--- config.mk ---
export PLATFORM = sky130hd
export DESIGN_NAME = keyscan_chain
export DESIGN_NICKNAME = d
export VERILOG_FILES = /design/src/rtl/keyscan_pkg.sv /design/src/rtl/keyscan_rst_sync.sv /design/src/rtl/keyscan_segment.sv /design/src/rtl/keyscan_out_gate.sv /design/src/rtl/keyscan_chain.sv
export SDC_FILE = /design/constraint.sdc
export NUM_CORES = 1
export LEC_CHECK = 0
export ABC_AREA = 1
export BUFFER_PORTS_ARGS = -buffer_cell sky130_fd_sc_hd__buf_2
export CAP_MARGIN = 25
export CORE_ASPECT_RATIO = 0.5
export CORE_MARGIN = 2
export CORE_UTILIZATION = 30
export DETAILED_ROUTE_END_ITERATION = 12
export SLEW_MARGIN = 20
export SYNTH_ARGS = -nofsm -noshare
export SYNTH_HDL_FRONTEND = slang
export SYNTH_HIERARCHICAL = 1
export SYNTH_SLANG_ARGS = --single-unit
--- constraint.sdc ---
create_clock -name clk -period 36 [get_ports clk]
set_input_delay 7.2 -clock clk [delete_from_list [all_inputs] [get_ports clk]]
set_output_delay 7.2 -clock clk [all_outputs]
set_load 0.005 [all_outputs]
--- src/rtl/keyscan_pkg.sv ---
package keyscan_pkg;

  typedef enum logic {
    GATE_SHUT = 1'b0,
    GATE_OPEN = 1'b1
  } gate_state_e;

  function automatic int unsigned chain_len(input int unsigned n_cores,
                                            input int unsigned key_w);
    return n_cores * key_w;
  endfunction

  function automatic int unsigned seg_base(input int unsigned core_idx,
                                           input int unsigned key_w);
    return core_idx * key_w;
  endfunction

endpackage

--- src/rtl/keyscan_rst_sync.sv ---
module keyscan_rst_sync #(
  parameter int unsigned STAGES = 2
) (
  input  logic clk,
  input  logic rst_n,
  output logic rst_sync_n
);

  logic [STAGES-1:0] sync_q;
  logic [STAGES-1:0] sync_d;

  always_comb begin
    sync_d = {sync_q[STAGES-2:0], 1'b1};
  end

  always_ff @(posedge clk or negedge rst_n) begin
    if (!rst_n) begin
      sync_q <= '0;
    end else begin
      sync_q <= sync_d;
    end
  end

  assign rst_sync_n = sync_q[STAGES-1];

endmodule

--- src/rtl/keyscan_segment.sv ---
module keyscan_segment #(
  parameter int unsigned SEG_W = 8
) (
  input  logic             clk,
  input  logic             rst_n,
  input  logic             shift_en,
  input  logic             seg_in,
  output logic [SEG_W-1:0] seg_q,
  output logic             seg_out
);

  logic [SEG_W-1:0] cell_q;
  logic [SEG_W-1:0] cell_d;

  // next state: shift toward the high end when enabled
  always_comb begin
    cell_d = cell_q;
    if (shift_en) begin
      if (SEG_W > 1) begin
        cell_d = {cell_q[SEG_W-2:0], seg_in};
      end else begin
        cell_d = seg_in;
      end
    end
  end

  always_ff @(posedge clk or negedge rst_n) begin
    if (!rst_n) begin
      cell_q <= '0;
    end else begin
      cell_q <= cell_d;
    end
  end

  assign seg_q   = cell_q;
  assign seg_out = cell_q[SEG_W-1];

endmodule

--- src/rtl/keyscan_out_gate.sv ---
module keyscan_out_gate
  import keyscan_pkg::*;
#(
  parameter int unsigned GATE_W = 8
) (
  input  gate_state_e       gate_i,
  input  logic [GATE_W-1:0] data_i,
  output logic [GATE_W-1:0] data_o
);

  always_comb begin
    if (gate_i == GATE_OPEN) begin
      data_o = data_i;
    end else begin
      data_o = '0;
    end
  end

endmodule

--- src/rtl/keyscan_chain.sv ---
module keyscan_chain
  import keyscan_pkg::*;
#(
  parameter int unsigned N_CORES = 8,
  parameter int unsigned KEY_W   = 64
) (
  input  logic                       clk,
  input  logic                       rst_n,
  input  logic                       shift_en,
  input  logic                       ser_in,
  input  logic                       inhibit_n,
  output logic [N_CORES*KEY_W-1:0]   key_out
);

  localparam int unsigned CHAIN_W = chain_len(N_CORES, KEY_W);

  logic               rst_sync_n;
  logic [CHAIN_W-1:0] chain_q;
  logic [N_CORES:0]   link;
  gate_state_e        gate_state;

  keyscan_rst_sync #(.STAGES(2)) u_rst_sync (
    .clk        (clk),
    .rst_n      (rst_n),
    .rst_sync_n (rst_sync_n)
  );

  assign link[0] = ser_in;

  for (genvar c = 0; c < N_CORES; c++) begin : g_seg
    keyscan_segment #(.SEG_W(KEY_W)) u_seg (
      .clk      (clk),
      .rst_n    (rst_sync_n),
      .shift_en (shift_en),
      .seg_in   (link[c]),
      .seg_q    (chain_q[seg_base(c, KEY_W) +: KEY_W]),
      .seg_out  (link[c+1])
    );
  end

  // outputs open only when reset is done and the tester has released the inhibit
  always_comb begin
    gate_state = (inhibit_n && rst_sync_n) ? GATE_OPEN : GATE_SHUT;
  end

  keyscan_out_gate #(.GATE_W(CHAIN_W)) u_gate (
    .gate_i (gate_state),
    .data_i (chain_q),
    .data_o (key_out)
  );

endmodule

==> metrics.yaml, run 1 <==
run_status:
  outcome: "finished clean"
critical_path:
  r2r_start: "u_rst_sync/sync_q[1]"
  startpoint: "inhibit_n"
  path_max_fanout: 224
  critPathRequiredTime_ps: 28800
  crit_chain: "buf_2 > nand2_1 > inv_8 > buf_12 > buf_4 > nand2_1 > inv_1 > buf_2"
  rrSetupSlack_ps: 32930
  cp_slowest_cell: "buf_4"
  setup.worst_path.end_class: "primary output"
  cp-start-kind: "input pin"
  critPathMaxStageDelay_ps: 910
  arrival_ps: 10290
  r2r_cells: 3
  reg2reg_to: "g_seg[5].u_seg/seg_q[59]"
  critical_path.endpoint: "key_out[264]"
  path_class: "in -> out"
drt:
  wl_per_cell_um: 13.17
  drt_iter0_drc: 1366
  ant_nets: 0
  vias: 19980
  route.detailed.drc: 0
  viasPerCell: 4.166
  routed_wl_mm: 63.15
  drt-pass1-iter-count: 5
clock_tree:
  cts_sinks: 514
  hold_buffers: 0
  cts_max_level: 2
  cts_setup_buffers: 0
  cts_tree: "built"
  cts_buffers: 50
  cts.clk_slew.worst_paths_ps: 60
  insertion_delay_ps: 600
  cts_buffer_depth: 3
  cts.root.buffer_cell: "clkbuf_16"
  cts_resized: 0
power_and_ir_drop:
  power.density_nw_per_um2: 41.75
  p_leak_nw: 20.65
  peakVddDrop_v: 0.00003046
sta:
  worst_slew_pin_slew_ps: 1161
  slew_viol_final: 0
  max_slew_margin_pct: 22.57
  fin_crit_ps: 17490
  fin_worst_skew_ps: 33.58
  hold_violations: 0
  fmaxAchievable_mhz: 57.19
  period_share_pct: 48.57
  tns_ps: 0
  rsz0062_at_grt: "no"
  setup_viol: 0
synth:
  yosysSeqAreaShare_pct: 53.22
  syn-mean-instance-area_um2: 7.427
  synthDistinctLibCells: 9
  synth_warnings: 6
  ys_ff_latch: 514
  netlist_instances: 3254
  synth_nets: 3259
  synth_area_um2: 24170
hold_path:
  min-delay-path-class: "reg -> async"
cells_and_area:
  nets: 3678
  postLayoutCoreUtil_pct: 35.71
  fillerInstances: 8434
  syn2layout_area_growth_pct: 17.56
  regArea_um2: 12870
  insertedDiodeCount: 0
  multiInputGateArea_um2: 7695
  drive_above_1_share_pct: 16.90
  layout_commonest_cell: "nand2_1"
  final_cell_mix: "nand2_1 (2049), buf_2 (515), dfrtp_1 (513), inv_1 (512), clkbuf_16 (50)"
global_routing:
  met2_usage_pct: 26.41
  grt_antenna_before_repair: 0
  groute.usage.overall_pct: 14.80
  grt_most_used_layer: "met2"
  grt_max_degree: 225
  grt_pass1_vias: 18670
  use_met3_pct: 2.061
  grt_pass1_wl_mm: 98.78
  grtUsageMet1_pct: 17.17
  overflow: 0
die:
  ios: 517
  die-area_um2: 82980
  rows: 73
  start_util_pct: 30.38
  die_y_um: 204.7
  core_area_um2: 79560
  fp.dieW_um: 405.4
placed_design:
  dpl.hpwl_mm: 42.03
  place.gp.congestion: 0.8200
  port_buffers: 516
job:
  drv_cap: 0
[routing by layer]
metal / wire (um) / vias to the layer above
met1: 25250 / 9513
met5: 0 / -
met2: 32770 / 311
met4: 3400 / 0
met3: 1726 / 156
li1: - / 10000
[sequential cells by signal, indices dropped and copies added, names as in the netlist]
register	count
g_seg.u_seg/seg_q	512
u_rst_sync/sync_q	2
[synth_stat cells, drive strengths merged]
| library cell | count | area, um^2 |
|---|---|---|
| inv | 521 | 1956 |
| nand2 | 2049 | 7691 |
| buf | 117 | 938.4 |
| dfrtp | 514 | 12860 |
| clkbuf | 52 | 715.7 |
| conb | 1 | 3.750 |
[cell families after synthesis]
logic type / Yosys count / share of synthesized area [%]
flops: 514 / 53.22
other cells: 1 / 0.01552
buf+inv: 690 / 14.94
simple gates: 2049 / 31.83
[stage by stage]
step	hold slack (ps)	std cells	power [mW]	setup WS (ps)	cell area, um^2
after global routing	370.2	4796	1.240	18130	28410
after floorplan	331.2	3254	0.6461	16480	24170
after detailed placement	337.3	4707	0.6509	18530	26710
after CTS	352.6	4795	1.211	18530	28390
after global placement	336.8	4702	0.6491	18600	26610
final	330.5	4796	1.186	18510	28410
[critical path, delay by kind of cell]
family	cells	cell delay [ps]
buf+inv	6	2450
simple gates	2	240
[layout make-up]
| class | instances | share of cell area, % |
|---|---|---|
| Clock buffer | 70 | 5.126 |
| Clock inverter | 18 | 0.7927 |
| Inverter | 521 | 6.919 |
| Multi-Input combinational cell | 2050 | 27.08 |
| Sequential cell | 514 | 45.29 |
| Tap cell | 1087 | 4.787 |
| Timing Repair Buffer | 536 | 10.01 |
[how the worst min path moves through the flow]
stage | startpoint | endpoint | slack, ps | cells past startpoint
floorplan | u_rst_sync/sync_q[0] | u_rst_sync/sync_q[1] | 330 | 0
global placement | u_rst_sync/sync_q[0] | u_rst_sync/sync_q[1] | 340 | 0
detailed placement | u_rst_sync/sync_q[0] | u_rst_sync/sync_q[1] | 340 | 0
CTS | u_rst_sync/sync_q[0] | u_rst_sync/sync_q[1] | 350 | 0
global route | u_rst_sync/sync_q[0] | u_rst_sync/sync_q[1] | 370 | 0
finish | u_rst_sync/sync_q[1] | g_seg[0].u_seg/seg_q[51] | 330 | 0
[report_power, final]
group	switching (mW)	internal [mW]	leakage, nW
sequential	0.00573	0.583	7.16
clock	0.236	0.312	0.833
combinational	0.0410	0.00866	12.7
Note: power is estimated with default switching activity, not from simulation.
==> run 2, diff against run 1 <==
==> constraint.sdc (replaced) <==
create_clock -name clk -period 14.1 [get_ports clk]
set_input_delay 2.82 -clock clk [delete_from_list [all_inputs] [get_ports clk]]
set_output_delay 2.82 -clock clk [all_outputs]
set_load 0.005 [all_outputs]
==> run 2 against run 1 <==
Compared with the run above:
- design area barely moved
- power rose to 2.6 times the previous value
- worst hold slack improved by 25 ps
- clock skew fell by 15 ps
- highest routed layer unchanged
- largest cell class unchanged
==> metrics.yaml, run 2 (synthesized netlist as in run 1, its figures left out) <==
run_status:
  outcome: "finished clean"
sta:
  fmaxAchievable_mhz: 126.7
  period_share_pct: 55.97
  setup_viol: 0  # unchanged
  worst_slew_pin_slew_ps: 961.1  # -200.3 ps
  hold_violations: 0  # unchanged
  fin_worst_skew_ps: 19.02  # -14.57 ps
  fin_crit_ps: 7891
  max_slew_margin_pct: 35.93  # +13 points
  tns_ps: 0  # unchanged
  rsz0062_at_grt: "no"
  slew_viol_final: 0  # unchanged
clock_tree:
  cts_buffer_depth: 3  # unchanged
  cts_setup_buffers: 0  # unchanged
  cts_max_level: 2  # unchanged
  cts_resized: 0  # unchanged
  cts.clk_slew.worst_paths_ps: 70  # about the same
  cts.root.buffer_cell: "clkbuf_16"
  insertion_delay_ps: 610  # about the same
  cts_sinks: 514  # unchanged
  cts_buffers: 51  # +2.0%
  cts_tree: "built"
  hold_buffers: 0  # unchanged
global_routing:
  grt_max_degree: 169  # -25%
  groute.usage.overall_pct: 14.75  # -0.058 points
  overflow: 0  # unchanged
  grt_pass1_vias: 18530  # -0.73%
  grt_pass1_wl_mm: 98.65  # -0.13%
  grt_antenna_before_repair: 0  # unchanged
die:
  ios: 517  # unchanged
  rows: 73  # unchanged
  die_y_um: 204.7  # unchanged
  core_area_um2: 79560  # unchanged
  die-area_um2: 82980  # unchanged
  fp.dieW_um: 405.4  # unchanged
  start_util_pct: 30.38  # unchanged
cells_and_area:
  final_cell_mix: "nand2_1 (2049), buf_2 (515), dfrtp_1 (513), inv_1 (512), clkbuf_16 (53)"
  multiInputGateArea_um2: 7695  # unchanged
  nets: 3679  # +0.027%
  syn2layout_area_growth_pct: 17.51  # about the same
  regArea_um2: 12870  # unchanged
  largest_reg_flops: 512  # unchanged
  insertedDiodeCount: 0  # unchanged
  layout_commonest_cell: "nand2_1"
  drive_above_1_share_pct: 16.89  # -0.018 points
  fillerInstances: 8476  # +0.50%
critical_path:
  path_class: "in -> out"
  cp-start-kind: "input pin"
  rrSetupSlack_ps: 10820  # -22110 ps
  arrival_ps: 5070  # -5220 ps
  critPathRequiredTime_ps: 11280  # -17520 ps
  setup.worst_path.end_class: "primary output"
  path_max_fanout: 149  # -33%
power_and_ir_drop:
  p_total_mw: 3.031  # +160%
  p_leak_nw: 20.64  # about the same
  peakVddDrop_v: 0.00009446  # +210%
  switchingPower_mw: 0.7292  # +160%
  power.density_nw_per_um2: 106.7  # +160%
  p_sw_share_pct: 24.06  # +0.21 points
  p_int_mw: 2.302  # +150%
  seq_power_share_pct: 49.5  # about the same
  p_clk_share_pct: 46.3  # about the same
  combPwrFrac_pct: 4.2  # about the same
drt:
  viasPerCell: 4.145  # -0.49%
  ant_nets: 0  # unchanged
  wl_per_cell_um: 13.18  # about the same
  route.detailed.drc: 0  # unchanged
  routed_wl_mm: 63.25  # +0.16%
  drt_iter0_drc: 1209  # -11%
  drt-pass1-iter-count: 5  # unchanged
  vias: 19900  # -0.41%
placed_design:
  dpl.hpwl_mm: 42.28  # +0.61%
  port_buffers: 516  # unchanged
  place.gp.congestion: 0.8334  # +1.6%
job:
  drv_cap: 0  # unchanged
hold_path:
  min-delay-path-class: "reg -> reg"
-- run 2: changes by cell type in the layout (fill, tap and decap cells not counted), moves of 2 or more --
cell and change:
clkbuf_16 +3, clkinvlp_4 +2, clkbuf_1 +4, buf_12 -3, clkinv_2 +3, inv_2 -2, buf_4 +2, clkbuf_8 -4
-- run 2: metal layers --
metal,share of wire (%),vias up,track usage (%)
met5,0,-,0
met4,4.5,0,6.916
met3,2.9,134,2.147
met2,53,310,27.08
met1,39,9437,16.90
li1,-,10020,-
-- run 2: cell type report --
| class | instances | share of cell area (%) |
|---|---|---|
| multi-input combinational | 2050 | 27.09 |
| timing repair buffer | 536 | 9.948 |
| tap | 1087 | 4.789 |
| clock buffer | 73 | 5.252 |
| sequential | 514 | 45.30 |
| clock inverter | 19 | 0.6785 |
| inverter | 521 | 6.935 |
-- run 2: power groups by stage --
stage | registers, mW | logic, mW | clock network, mW
after floorplan | 1.54 | 0.104 | 0
after global placement | 1.53 | 0.126 | 0
after detailed placement | 1.53 | 0.130 | 0
after CTS | 1.50 | 0.130 | 1.45
after global routing | 1.50 | 0.145 | 1.52
final | 1.50 | 0.127 | 1.40
-- run 2: per-stage QoR --
step	instances	instance area [um^2]	hold slack, ps	setup slack, ps	utilization (%)
after CTS	4798	28350	357.3	6195	35.63
after global placement	4703	26600	336.0	6215	33.44
final	4800	28400	355.6	6209	35.70
after global routing	4800	28400	369.0	5973	35.70
after detailed placement	4706	26660	341.8	6184	33.52
after floorplan	3254	24170	331.1	4141	-
-- run 2: worst paths after layout --
check                                     start                        to  cells after the start
setup / recovery                      inhibit_n               key_out[46]                      7
hold / removal             u_rst_sync/sync_q[0]      u_rst_sync/sync_q[1]                      0
setup reg to reg           u_rst_sync/sync_q[1]  g_seg[7].u_seg/seg_q[13]                      3
hold reg to reg            u_rst_sync/sync_q[0]      u_rst_sync/sync_q[1]                      0
max in group asynchronous  u_rst_sync/sync_q[1]  g_seg[7].u_seg/seg_q[13]                      3
min in group asynchronous  u_rst_sync/sync_q[1]  g_seg[4].u_seg/seg_q[19]                      0
-- run 2: critical path, stage by stage --
cell	delay (ps)
buf_2	90
nand2_1	130
inv_8	600
buf_4	830
nand2_1	120
inv_1	140
buf_2	130
